$ cat src/rtl/pic_cf_pkg.sv
package pic_cf_pkg;
   localparam int unsigned CHIP_LINES = 8;
   localparam int unsigned NUM_CHIPS  = 2;
   localparam int unsigned NUM_LINES  = CHIP_LINES * NUM_CHIPS;
   localparam int unsigned CHIP_IW    = $clog2(CHIP_LINES);
   localparam int unsigned LINE_IW    = $clog2(NUM_LINES);

   typedef logic [CHIP_LINES-1:0] chip_vec_t;
   typedef logic [NUM_LINES-1:0]  line_vec_t;
endpackage

$ cat src/rtl/pic_cf_bank.sv
module pic_cf_bank
   import pic_cf_pkg::*;
#(
   parameter int unsigned LINES = CHIP_LINES,
   localparam int unsigned IW = $clog2(LINES)
) (
   input  logic             clk,
   input  logic             rst_n,
   input  logic [LINES-1:0] set_bits,
   input  logic [LINES-1:0] clr_bits,
   input  logic             ack_hit,
   input  logic [IW-1:0]    ack_idx,
   input  logic             eoi_hit,
   input  logic             eoi_specific,
   input  logic [IW-1:0]    eoi_idx,
   output logic [LINES-1:0] req_q,
   output logic [LINES-1:0] isr_q
);

   logic [LINES-1:0] ack_oh;
   logic [LINES-1:0] low_oh;
   logic [LINES-1:0] eoi_oh;

   always_comb begin
      low_oh = '0;
      for (int i = LINES - 1; i >= 0; i--) begin
         if (isr_q[i]) low_oh = LINES'(1) << i;
      end
   end

   always_comb begin
      ack_oh = ack_hit ? (LINES'(1) << ack_idx) : '0;
      if (!eoi_hit)         eoi_oh = '0;
      else if (eoi_specific) eoi_oh = LINES'(1) << eoi_idx;
      else                  eoi_oh = low_oh;
   end

   always_ff @(posedge clk) begin
      if (!rst_n) begin
         req_q <= '0;
         isr_q <= '0;
      end else begin
         req_q <= (req_q & ~clr_bits & ~ack_oh) | set_bits;
         isr_q <= (isr_q & ~eoi_oh) | ack_oh;
      end
   end

   AST_ACK_SETS_ISR: assert property (@(posedge clk) disable iff (!rst_n)
      ack_hit |=> isr_q[$past(ack_idx)]);

   AST_EOI_CLEARS: assert property (@(posedge clk) disable iff (!rst_n)
      (eoi_hit && eoi_specific && !ack_hit) |=> !isr_q[$past(eoi_idx)]);

   AST_RAISE_WINS: assert property (@(posedge clk) disable iff (!rst_n)
      (set_bits != '0) |=> ((req_q & $past(set_bits)) == $past(set_bits)));

endmodule

$ cat src/rtl/pic_cf_scan.sv
module pic_cf_scan
   import pic_cf_pkg::*;
#(
   parameter int unsigned VEC_W = 8,
   localparam int unsigned TOTAL = NUM_LINES
) (
   input  chip_vec_t        m_req,
   input  chip_vec_t        m_mask,
   input  chip_vec_t        s_req,
   input  chip_vec_t        s_mask,
   input  logic [VEC_W-1:0] m_base,
   input  logic [VEC_W-1:0] s_base,
   output logic             hit,
   output logic [VEC_W-1:0] vector
);

   line_vec_t            pend;
   logic [LINE_IW-1:0]   sel;
   logic [VEC_W-1:0]     off;

   assign pend = {s_req & ~s_mask, m_req & ~m_mask};

   always_comb begin
      hit = 1'b0;
      sel = '0;
      for (int i = TOTAL - 1; i >= 0; i--) begin
         if (pend[i]) begin
            hit = 1'b1;
            sel = LINE_IW'(i);
         end
      end
   end

   assign off = VEC_W'(sel[CHIP_IW-1:0]);

   always_comb begin
      if (!hit)                vector = '0;
      else if (sel[CHIP_IW])   vector = s_base + off;
      else                     vector = m_base + off;
   end

endmodule

$ cat src/rtl/pic_cf_elc.sv
module pic_cf_elc #(
   parameter int unsigned W = 8,
   parameter logic [W-1:0] WMASK = '1
) (
   input  logic         clk,
   input  logic         rst_n,
   input  logic         we,
   input  logic [W-1:0] wdata,
   output logic [W-1:0] q
);

   always_ff @(posedge clk) begin
      if (!rst_n)  q <= '0;
      else if (we) q <= wdata & WMASK;
   end

endmodule

$ cat src/rtl/pic_cascade_front.sv
module pic_cascade_front
   import pic_cf_pkg::*;
#(
   parameter int unsigned LINE_W        = 5,
   parameter int unsigned VEC_W         = 8,
   parameter logic [7:0]  MST_ELC_MASK  = 8'hF8,
   parameter logic [7:0]  SLV_ELC_MASK  = 8'hDE,
   parameter int unsigned CASCADE_LINE  = 2,
   parameter int unsigned REDIRECT_LINE = 9
) (
   input  logic              clk,
   input  logic              rst_n,
   input  logic              raise_stb,
   input  logic              lower_stb,
   input  logic [LINE_W-1:0] line_id,
   input  logic [7:0]        mst_mask,
   input  logic [7:0]        slv_mask,
   input  logic [VEC_W-1:0]  mst_base,
   input  logic [VEC_W-1:0]  slv_base,
   input  logic              ack_stb,
   input  logic [VEC_W-1:0]  ack_vec,
   input  logic              eoi_stb,
   input  logic              eoi_slave,
   input  logic              eoi_specific,
   input  logic [2:0]        eoi_level,
   input  logic              elc_sel,
   input  logic              elc_we,
   input  logic [7:0]        elc_wdata,
   output logic [7:0]        elc_rdata,
   output logic              irq_pending,
   output logic [VEC_W-1:0]  irq_vector,
   output logic              line_err,
   output logic              eoi_warn,
   output logic [7:0]        mst_req,
   output logic [7:0]        slv_req,
   output logic [7:0]        mst_isr,
   output logic [7:0]        slv_isr
);

   localparam logic [7:0] ELC_MASKS [NUM_CHIPS] = '{MST_ELC_MASK, SLV_ELC_MASK};

   if (LINE_W < LINE_IW) begin : g_bad_line_w
      $error("pic_cascade_front: LINE_W too small for sixteen lines");
   end
   if (VEC_W < CHIP_IW) begin : g_bad_vec_w
      $error("pic_cascade_front: VEC_W too small");
   end
   if (CASCADE_LINE >= CHIP_LINES || REDIRECT_LINE < CHIP_LINES || REDIRECT_LINE >= NUM_LINES) begin : g_bad_cascade
      $error("pic_cascade_front: cascade lines out of range");
   end

   // line decode
   logic              in_range;
   logic              is_cascade;
   logic [LINE_IW-1:0] eff_line;
   line_vec_t         raise_set;
   line_vec_t         lower_clr;

   if (LINE_W > LINE_IW) begin : g_range_chk
      assign in_range = (line_id[LINE_W-1:LINE_IW] == '0);
   end else begin : g_range_all
      assign in_range = 1'b1;
   end

   assign is_cascade = in_range && (line_id[LINE_IW-1:0] == LINE_IW'(CASCADE_LINE));
   assign eff_line   = is_cascade ? LINE_IW'(REDIRECT_LINE) : line_id[LINE_IW-1:0];

   always_comb begin
      raise_set = '0;
      if (raise_stb && in_range) begin
         raise_set = NUM_LINES'(1) << eff_line;
         if (is_cascade) raise_set[CASCADE_LINE] = 1'b1;
      end
      lower_clr = (lower_stb && in_range) ? (NUM_LINES'(1) << line_id[LINE_IW-1:0]) : '0;
   end

   // acknowledge window decode
   logic [VEC_W-1:0] m_off;
   logic [VEC_W-1:0] s_off;
   logic [NUM_CHIPS-1:0] ack_hit;

   assign m_off      = ack_vec - mst_base;
   assign s_off      = ack_vec - slv_base;
   assign ack_hit[0] = ack_stb && (m_off < VEC_W'(CHIP_LINES));
   assign ack_hit[1] = ack_stb && !ack_hit[0] && (s_off < VEC_W'(CHIP_LINES));

   // per-chip banks and trigger-mode registers
   chip_vec_t req_arr [NUM_CHIPS];
   chip_vec_t isr_arr [NUM_CHIPS];
   chip_vec_t elc_arr [NUM_CHIPS];

   for (genvar g = 0; g < NUM_CHIPS; g++) begin : g_chip
      pic_cf_bank #(.LINES(CHIP_LINES)) i_bank (
         .clk          (clk),
         .rst_n        (rst_n),
         .set_bits     (raise_set[g*CHIP_LINES +: CHIP_LINES]),
         .clr_bits     (lower_clr[g*CHIP_LINES +: CHIP_LINES]),
         .ack_hit      (ack_hit[g]),
         .ack_idx      (ack_vec[CHIP_IW-1:0]),
         .eoi_hit      (eoi_stb && (eoi_slave == 1'(g))),
         .eoi_specific (eoi_specific),
         .eoi_idx      (eoi_level),
         .req_q        (req_arr[g]),
         .isr_q        (isr_arr[g])
      );

      pic_cf_elc #(.W(CHIP_LINES), .WMASK(ELC_MASKS[g])) i_elc (
         .clk   (clk),
         .rst_n (rst_n),
         .we    (elc_we && (elc_sel == 1'(g))),
         .wdata (elc_wdata),
         .q     (elc_arr[g])
      );
   end

   assign mst_req   = req_arr[0];
   assign slv_req   = req_arr[1];
   assign mst_isr   = isr_arr[0];
   assign slv_isr   = isr_arr[1];
   assign elc_rdata = elc_arr[elc_sel];

   pic_cf_scan #(.VEC_W(VEC_W)) i_scan (
      .m_req  (req_arr[0]),
      .m_mask (mst_mask),
      .s_req  (req_arr[1]),
      .s_mask (slv_mask),
      .m_base (mst_base),
      .s_base (slv_base),
      .hit    (irq_pending),
      .vector (irq_vector)
   );

   // status pulses
   logic eoi_seen;

   always_ff @(posedge clk) begin
      if (!rst_n) begin
         line_err <= 1'b0;
         eoi_seen <= 1'b0;
      end else begin
         line_err <= raise_stb && !in_range;
         eoi_seen <= eoi_stb;
      end
   end

   assign eoi_warn = eoi_seen && irq_pending;

   // assertions
   line_vec_t all_req;
   assign all_req = {slv_req, mst_req};

   AST_CASCADE_REDIRECT: assert property (@(posedge clk) disable iff (!rst_n)
      (raise_stb && is_cascade) |=> (mst_req[CASCADE_LINE] && all_req[REDIRECT_LINE]));

   AST_RAISE_SETS: assert property (@(posedge clk) disable iff (!rst_n)
      (raise_stb && in_range) |=> all_req[$past(eff_line)]);

   AST_BAD_LINE_HOLD: assert property (@(posedge clk) disable iff (!rst_n)
      (raise_stb && !in_range && !lower_stb && !ack_stb) |=>
         (line_err && $stable(mst_req) && $stable(slv_req)));

   AST_LOWER_CLEARS: assert property (@(posedge clk) disable iff (!rst_n)
      (lower_stb && !raise_stb && in_range) |=> !all_req[$past(line_id[LINE_IW-1:0])]);

   AST_IDLE_VECTOR: assert property (@(posedge clk) disable iff (!rst_n)
      (((mst_req & ~mst_mask) == '0) && ((slv_req & ~slv_mask) == '0)) |->
         (!irq_pending && (irq_vector == '0)));

   AST_EOI_WARN: assert property (@(posedge clk) disable iff (!rst_n)
      ($past(eoi_stb) && irq_pending) |-> eoi_warn);

   AST_ELC_WRITE: assert property (@(posedge clk) disable iff (!rst_n)
      (elc_we && !elc_sel) |=> (elc_arr[0] == ($past(elc_wdata) & MST_ELC_MASK)));

endmodule

$ cat config.mk
export PLATFORM = sky130hd
export DESIGN_NAME = pic_cascade_front
export DESIGN_NICKNAME = d
export VERILOG_FILES = /design/src/rtl/pic_cf_pkg.sv /design/src/rtl/pic_cf_bank.sv /design/src/rtl/pic_cf_scan.sv /design/src/rtl/pic_cf_elc.sv /design/src/rtl/pic_cascade_front.sv
export SDC_FILE = /design/constraint.sdc
export NUM_CORES = 1
export LEC_CHECK = 0
export CORE_MARGIN = 1.5
export CORE_UTILIZATION = 35
export CTS_CLUSTER_SIZE = 30
export DETAILED_ROUTE_END_ITERATION = 16
export PLACE_DENSITY = 0.61
export SYNTH_ARGS = -nofsm -noshare
export SYNTH_HDL_FRONTEND = slang
export SYNTH_SLANG_ARGS = --single-unit
$ cat constraint.sdc
create_clock -name clk -period 4.7 [get_ports clk]
set_input_delay 0.705 -clock clk [delete_from_list [all_inputs] [get_ports clk]]
set_output_delay 0.705 -clock clk [all_outputs]
set_load 0.05 [all_outputs]
==> results.tsv, run 1 <==
stage	metric	value	unit
clocking	cts_buffers	5	
detailed_routing	viasPerCell	5.33	
logic_synthesis	synthArstFlopShare	0	
clocking	htreeDepth	2	
power	power	1.07	mW
worst_setup_path	critPathArrivalTime	3800	ps
hold_path	hold_class	register to register	
global_routing	antenna_found_initial	0	
worst_setup_path	crit_path_max_fanout	4	
logic_synthesis	synth_edf_count	0	
global_routing	grt_pass1_wl	17.4	mm
clocking	cts_setup_buffers	0	
final_layout	areaGrowthSynthToFinish	42.3	%
global_routing	use_met2	0.364	
hold_path	hold_depth	2	
logic_synthesis	ys_top_cells_by_area	dfxtp_1, ha_1, nand2_1, nor2b_1, nor2_1	
clocking	hold_buffers	0	
timing	fin_crit	4500	ps
logic_synthesis	synth_cells	459	
global_routing	track_usage	0.209	
floorplan	die_x	103	µm
timing	slew_violations	0	
clocking	cts_sinks	45	
detailed_routing	first_iter_violations	190	
detailed_routing	ant_nets	0	
clocking	clk_pin_slew	80	ps
power	leakagePower	1.88	nW
global_routing	gr-usage-met3	0.0244	
timing	finalCritPeriodShare	0.958	
logic_synthesis	synth_top_cell_area_share	0.257	
logic_synthesis	synth_cell_types	60	
worst_setup_path	crit_path_end_kind	primary output	
global_routing	first_global_vias	3594	
worst_setup_path	r2r_cells	5	
timing	worstMarginPinSlew	844	ps
floorplan	initial_core_util	0.360	
logic_synthesis	synth_nets	541	
floorplan	die_h	103	µm
placed_design	post_dp_cell_area	4830	µm²
status	outcome	finished, final reports clean	
global_routing	top_usage_layer	met2	
logic_synthesis	synth_seq_cells	45	
clocking	cts_tree	yes	
final_layout	fin_nets	649	
clocking	cts_root_buf	clkbuf_8	
timing	slew_headroom	0.436	
worst_setup_path	crit_required	3990	ps
detailed_routing	first_pass_iters	4	
final_layout	diodes	0	
final_layout	drive_gt1_frac	0.0792	
detailed_routing	wire_per_inst	15.5	µm
final_layout	final_cell_area	4980	µm²
placed_design	pre_cts_ws	102	ps
logic_synthesis	yosysMostFrequentCell	nand2_1	
logic_synthesis	ys_seq_area_frac	0.257	
placed_design	routabilityCongestion	0.862	
clocking	cts.path.max_buffers	2	
final_layout	post-route-util	0.512	
logic_synthesis	synth_area	3500	µm²
floorplan	num_io_pins	117	
power	ir_drop	0.000128	V
placed_design	dpl.hpwl	8.58	mm
floorplan	rows	36	
placed_design	numPortBuffers	114	
logic_synthesis	synth_commonest_cells	nand2_1, dfxtp_1, nor2_1	
detailed_routing	route.detailed.drc	0	
timing	fin_skew	7.32	ps
global_routing	grt_max_degree	49	
clocking	cts_resized	0	
timing	fmax	222	MHz
worst_setup_path	critPathKind	input port to primary output	
logic_synthesis	yosysTopAreaCell	dfxtp_1	
clocking	clkLatencyLatePin	310	ps
floorplan	dieArea	10600	µm²
timing	setup_ws	199	ps
flow_run	drv_cap	0	
timing	finalHoldViolations	0	
global_routing	use_met1	0.281	
logic_synthesis	avgSynthCellArea	7.62	µm²
timing	setup_tns	0	ps
logic_synthesis	synth_ff_type	dfxtp_1	
power	power_density	214	nW/µm²
detailed_routing	wirelength	10.9	mm
logic_synthesis	yosys_warnings	0	
floorplan	core-area	9730	µm²
detailed_routing	routed-via-count	3733	
timing	setup_viol_count_final	0	
worst_setup_path	cp-start-kind	input port	
global_routing	grt_overflow_total	0	
worst paths after layout:
kind                            slack (ps)                        end                      start
worst max-delay path                   200              irq_vector[6]                slv_mask[2]
worst min-delay path                   460       g_chip[1].i_elc.q[1]       g_chip[1].i_elc.q[1]
worst max register to register        2810  g_chip[1].i_bank.isr_q[7]  g_chip[1].i_bank.isr_q[2]
worst min register to register         460       g_chip[1].i_elc.q[1]       g_chip[1].i_elc.q[1]
cell families after synthesis:
| logic type | count (synthesis) | synth area share |
|---|---|---|
| buf+inv | 35 | 0.0411 |
| simple gates | 211 | 0.316 |
| mux | 14 | 0.0436 |
| xor+xnor | 13 | 0.0325 |
| compound gates | 124 | 0.249 |
| fa+ha+maj | 16 | 0.0593 |
| flops | 45 | 0.257 |
| other cells | 1 | 0.00107 |
layout by cell type (no fill, tap or decap), types with 6 or more instances in the layout:
cell             instances
mux2i_1                  7
mux2_2                   6
xnor2_1                 12
nand3_1                 24
o31ai_1                  6
a21oi_1                 21
dfxtp_1                 45
a31oi_1                 10
o211ai_1                 7
a21boi_0                16
inv_1                   18
nor2_1                  36
nand2_1                 46
nor3_1                  12
and2_1                  10
clkdlybuf4s50_1        106
ha_1                    15
o21ai_0                 20
or2_2                    6
buf_12                   7
nand2b_1                19
nor2b_1                 26
metal layers:
layer | up-vias | part of all wire
met1 | 1744 | 0.44
met4 | 0 | 0.0097
met5 | - | 0
li1 | 1875 | -
met3 | 12 | 0.048
met2 | 102 | 0.50
power breakdown:
| part | internal, mW | switching [mW] |
|---|---|---|
| Clock | 0.211 | 0.139 |
| Combinational | 0.144 | 0.180 |
| Sequential | 0.389 | 0.00463 |
| Total | 0.744 | 0.324 |
final cells by class:
type,instances,area (µm²)
fill,968,4750
multi-input combinational,379,2470
timing repair buffer,118,1240
sequential,45,901
tap,133,166
clock buffer,5,68.8
inverter,18,67.6
clock inverter,3,65.1
worst max-delay path: stages:
cell and delay, ps:
clkdlybuf4s50_1 470, nand2b_1 130, nand4_1 180, o211ai_1 300, mux2_2 380, ha_1 230
fa_1 490, a21oi_2 260, nor2_1 90, xnor2_1 130, o22ai_1 260, buf_12 180
through the flow:
| stage | hold slack (ps) | cells |
|---|---|---|
| 4_1_cts | 467 | 701 |
| 3_3_place_gp | 449 | 693 |
| 5_1_grt | 515 | 701 |
| 2_1_floorplan | 439 | 459 |
| 3_5_place_dp | 456 | 693 |
| 6_report | 461 | 701 |
registers in the layout (all words and copies together) (netlist names):
name / flops
g_chip.i_bank.req_q: 16
g_chip.i_bank.isr_q: 16
eoi_seen: 1
g_chip.i_elc.q: 11
line_err: 1
No activity file was read; power rests on OpenSTA's default activity.
==> run 2: changes to the inputs <==
CORE_UTILIZATION = 49   (was 35)
CTS_BUF_LIST = sky130_fd_sc_hd__clkbuf_4   (was not set)
PLACE_DENSITY = 0.81   (was 0.61)
SYNTH_HIERARCHICAL = 1   (was not set)
==> results.tsv, run 2 <==
stage	metric	value	unit	change
status	outcome	finished, final reports clean		unchanged
power	seqPwrFrac	0.419		was 0.368
placed_design	dp_cells	665		was 693
timing	slew_violations	0		unchanged
final_layout	final_common_cell	clkdlybuf4s50_1		unchanged
timing	fmax	221	MHz	was 222 MHz
final_layout	areaGrowthSynthToFinish	38.2	%	was 42.3%
placed_design	dpl.hpwl	8.55	mm	was 8.58 mm
logic_synthesis	synth_cells	456		was 459
global_routing	grt_max_degree	37		was 49
global_routing	gr-usage-met3	0.0347		was 0.0244
logic_synthesis	yosys_warnings	6		was 0
logic_synthesis	synth_top_cell_area_share	0.244		was 0.257
final_layout	drive_gt1_frac	0.125		was 0.0792
clocking	cts_sinks	45		unchanged
final_layout	final_cell_area	5110	µm²	was 4980 µm²
logic_synthesis	synth_commonest_cells	nor2_1, dfxtp_1, inv_1, nor2b_1, nand2_1		was nand2_1, dfxtp_1, nor2_1
clocking	cts_tree	yes		unchanged
power	clkPwrFrac	0.208		was 0.328
floorplan	die_x	89.9	µm	was 103 µm
clocking	clkLatencyLatePin	350	ps	was 310 ps
logic_synthesis	avgSynthCellArea	8.11	µm²	was 7.62 µm²
worst_setup_path	critPathKind	input port to primary output		unchanged
power	power_switching	0.316	mW	was 0.324 mW
floorplan	num_io_pins	117		unchanged
detailed_routing	ant_nets	0		unchanged
power	swShare	0.336		was 0.303
detailed_routing	wire_per_inst	16.1	µm	was 15.5 µm
clocking	cts_setup_buffers	0		unchanged
clocking	cts_buffers	5		unchanged
logic_synthesis	synth_seq_cells	45		unchanged
global_routing	track_usage	0.257		was 0.209
logic_synthesis	synth_ff_type	dfxtp_1		unchanged
worst_setup_path	crit_path_end_kind	primary output		unchanged
global_routing	top_usage_layer	met2		unchanged
logic_synthesis	yosysTopAreaCell	dfxtp_1		unchanged
placed_design	numPortBuffers	114		unchanged
floorplan	core-area	7290	µm²	was 9730 µm²
detailed_routing	route.detailed.drc	0		unchanged
clocking	htreeDepth	2		unchanged
detailed_routing	first_pass_iters	4		unchanged
global_routing	use_met2	0.451		was 0.364
clocking	hold_buffers	0		unchanged
global_routing	use_met1	0.331		was 0.281
placed_design	post_dp_cell_area	5000	µm²	was 4830 µm²
worst_setup_path	crit_path_max_fanout	4		unchanged
global_routing	first_global_vias	3674		was 3594
worst_setup_path	crit_required	3990	ps	about the same
power	power_density	184	nW/µm²	was 214 nW/µm²
timing	slew_headroom	0.562		was 0.436
global_routing	antenna_found_initial	0		unchanged
final_layout	largestRegisters	g_chip.i_bank/isr_q: 16 flops, g_chip.i_bank/req_q: 16 flops, g_chip.i_elc/q: 11 flops		was g_chip.i_bank.isr_q: 16 flops, g_chip.i_bank.req_q: 16 flops, g_chip.i_elc.q: 11 flops
global_routing	grt_overflow_total	0		unchanged
timing	fin_crit	4530	ps	was 4500 ps
timing	rsz0062_at_grt	no		
power	ir_drop	0.000117	V	was 0.000128 V
detailed_routing	routed-via-count	3860		was 3733
worst_setup_path	critPathArrivalTime	3830	ps	was 3800 ps
final_layout	final_cell_mix	clkdlybuf4s50_1, nor2_1, dfxtp_1		was clkdlybuf4s50_1, nand2_1, dfxtp_1
detailed_routing	wirelength	10.8	mm	was 10.9 mm
floorplan	rows	31		was 36
timing	finalCritPeriodShare	0.965		was 0.958
final_layout	multiInputGateArea	2590	µm²	was 2470 µm²
logic_synthesis	synthArstFlopShare	0		unchanged
detailed_routing	viasPerCell	5.74		was 5.33
flow_run	drv_cap	0		unchanged
final_layout	nFillCells	605		was 968
logic_synthesis	synth_cell_types	67		was 60
timing	fin_skew	7.17	ps	was 7.32 ps
clocking	clk_pin_slew	140	ps	was 80 ps
timing	setup_viol_count_final	0		unchanged
worst_setup_path	cp-start-kind	input port		unchanged
timing	worstMarginPinSlew	652	ps	was 844 ps
detailed_routing	first_iter_violations	178		was 190
final_layout	fin_nets	655		was 649
power	p_comb_frac	0.373		was 0.304
logic_synthesis	yosysMostFrequentCell	nor2_1		was nand2_1
final_layout	instances_no_fill	673		was 701
hold_path	hold_class	register to register		unchanged
floorplan	initial_core_util	0.507		was 0.360
placed_design	routabilityCongestion	0.920		was 0.862
floorplan	dieArea	8080	µm²	was 10600 µm²
clocking	cts_root_buf	clkbuf_4		was clkbuf_8
floorplan	die_h	89.9	µm	was 103 µm
final_layout	diodes	0		unchanged
global_routing	grt_pass1_wl	17.3	mm	was 17.4 mm
power	p_int	0.625	mW	was 0.744 mW
logic_synthesis	ys_top_cells_by_area	dfxtp_1, nor2_1, ha_1, nor2b_1, o21a_1		was dfxtp_1, ha_1, nand2_1, nor2b_1, nor2_1
logic_synthesis	synth_edf_count	0		unchanged
final_layout	ff_latch_area	901	µm²	unchanged
timing	setup_tns	0	ps	unchanged
logic_synthesis	synth_area	3700	µm²	was 3500 µm²
logic_synthesis	ys_seq_area_frac	0.244		was 0.257
power	leakagePower	1.95	nW	was 1.88 nW
clocking	cts.path.max_buffers	2		unchanged
timing	finalHoldViolations	0		unchanged
-- run 2: changes by cell type after synthesis, sizes merged, moves of 7 or more --
cell	delta
nor3b	+9
buf	+10
nor2	+16
inv	+11
clkbuf	-8
o21a	+14
a21boi	-12
nand2	-26
nand3	-14
nand4	+9
xor2	+7
nand2b	-8
-- run 2: cells by family after synthesis --
kind of cell / count (synthesis) / share of synthesized area
AO/OA/AOI/OAI: 106 / 0.196
XOR/XNOR: 15 / 0.0376
adder cells (fa/ha/maj): 16 / 0.0562
buffers and inverters: 48 / 0.0673
flip-flops: 45 / 0.244
multiplexers: 24 / 0.0717
other: 2 / 0.00203
AND/OR/NAND/NOR: 200 / 0.326
-- run 2: critical path: stages --
cell             delay [ps]
clkdlybuf4s50_1         460
nor2b_1                  50
or4_4                   470
and3b_2                 270
nand2b_2                 90
mux2_4                  310
ha_1                    240
fa_2                    400
a21o_1                  220
nand4_1                 110
xor2_1                  200
o22ai_2                 130
buf_12                  160
-- run 2: what timing repair did --
item,4_1_cts,5_1_grt
gates resized for setup,2,10
setup endpoints to repair,2,5
pin swaps,0,3
-- run 2: final cells by class --
cell class | instances | share of cell area
clock buffer | 7 | 0.0103
clock inverter | 1 | 0.00147
inverter | 29 | 0.0213
multi-input combinational | 366 | 0.508
sequential | 45 | 0.176
tap | 99 | 0.0242
timing repair buffer | 126 | 0.259
-- run 2: power groups by stage --
stage	combinational [mW]	clock (mW)	sequential, mW
after global routing	0.375	0.215	0.396
final	0.351	0.196	0.394
after global placement	0.333	0	0.403
after floorplan	0.191	0	0.412
after CTS	0.345	0.199	0.394
after detailed placement	0.342	0	0.403
-- run 2: worst paths after layout --
path | cells after the start | endpoint | from | slack (ps)
setup / recovery | 13 | irq_vector[6] | mst_mask[0] | 170
hold / removal | 2 | g_chip[1].i_bank/isr_q[7] | g_chip[1].i_bank/isr_q[7] | 510
setup reg to reg | 3 | g_chip[0].i_bank/isr_q[3] | g_chip[0].i_bank/isr_q[1] | 3370
hold reg to reg | 2 | g_chip[1].i_bank/isr_q[7] | g_chip[1].i_bank/isr_q[7] | 510
-- run 2: stage by stage --
stage          hold slack, ps  setup slack, ps   util  total power, mW
5_1_grt                   539             8.26  0.701            0.985
2_1_floorplan             477             86.6      -            0.602
6_report                  505              166  0.701            0.941
3_5_place_dp              485             7.20  0.686            0.745
3_3_place_gp              474             36.9  0.686            0.735
4_1_cts                   504             1.61  0.696            0.939
-- run 2: layer usage --
metal / share of wire / wire length [µm]
met1: 0.44 / 4790
met2: 0.48 / 5230
met3: 0.054 / 583
met4: 0.020 / 212
met5: 0 / 0
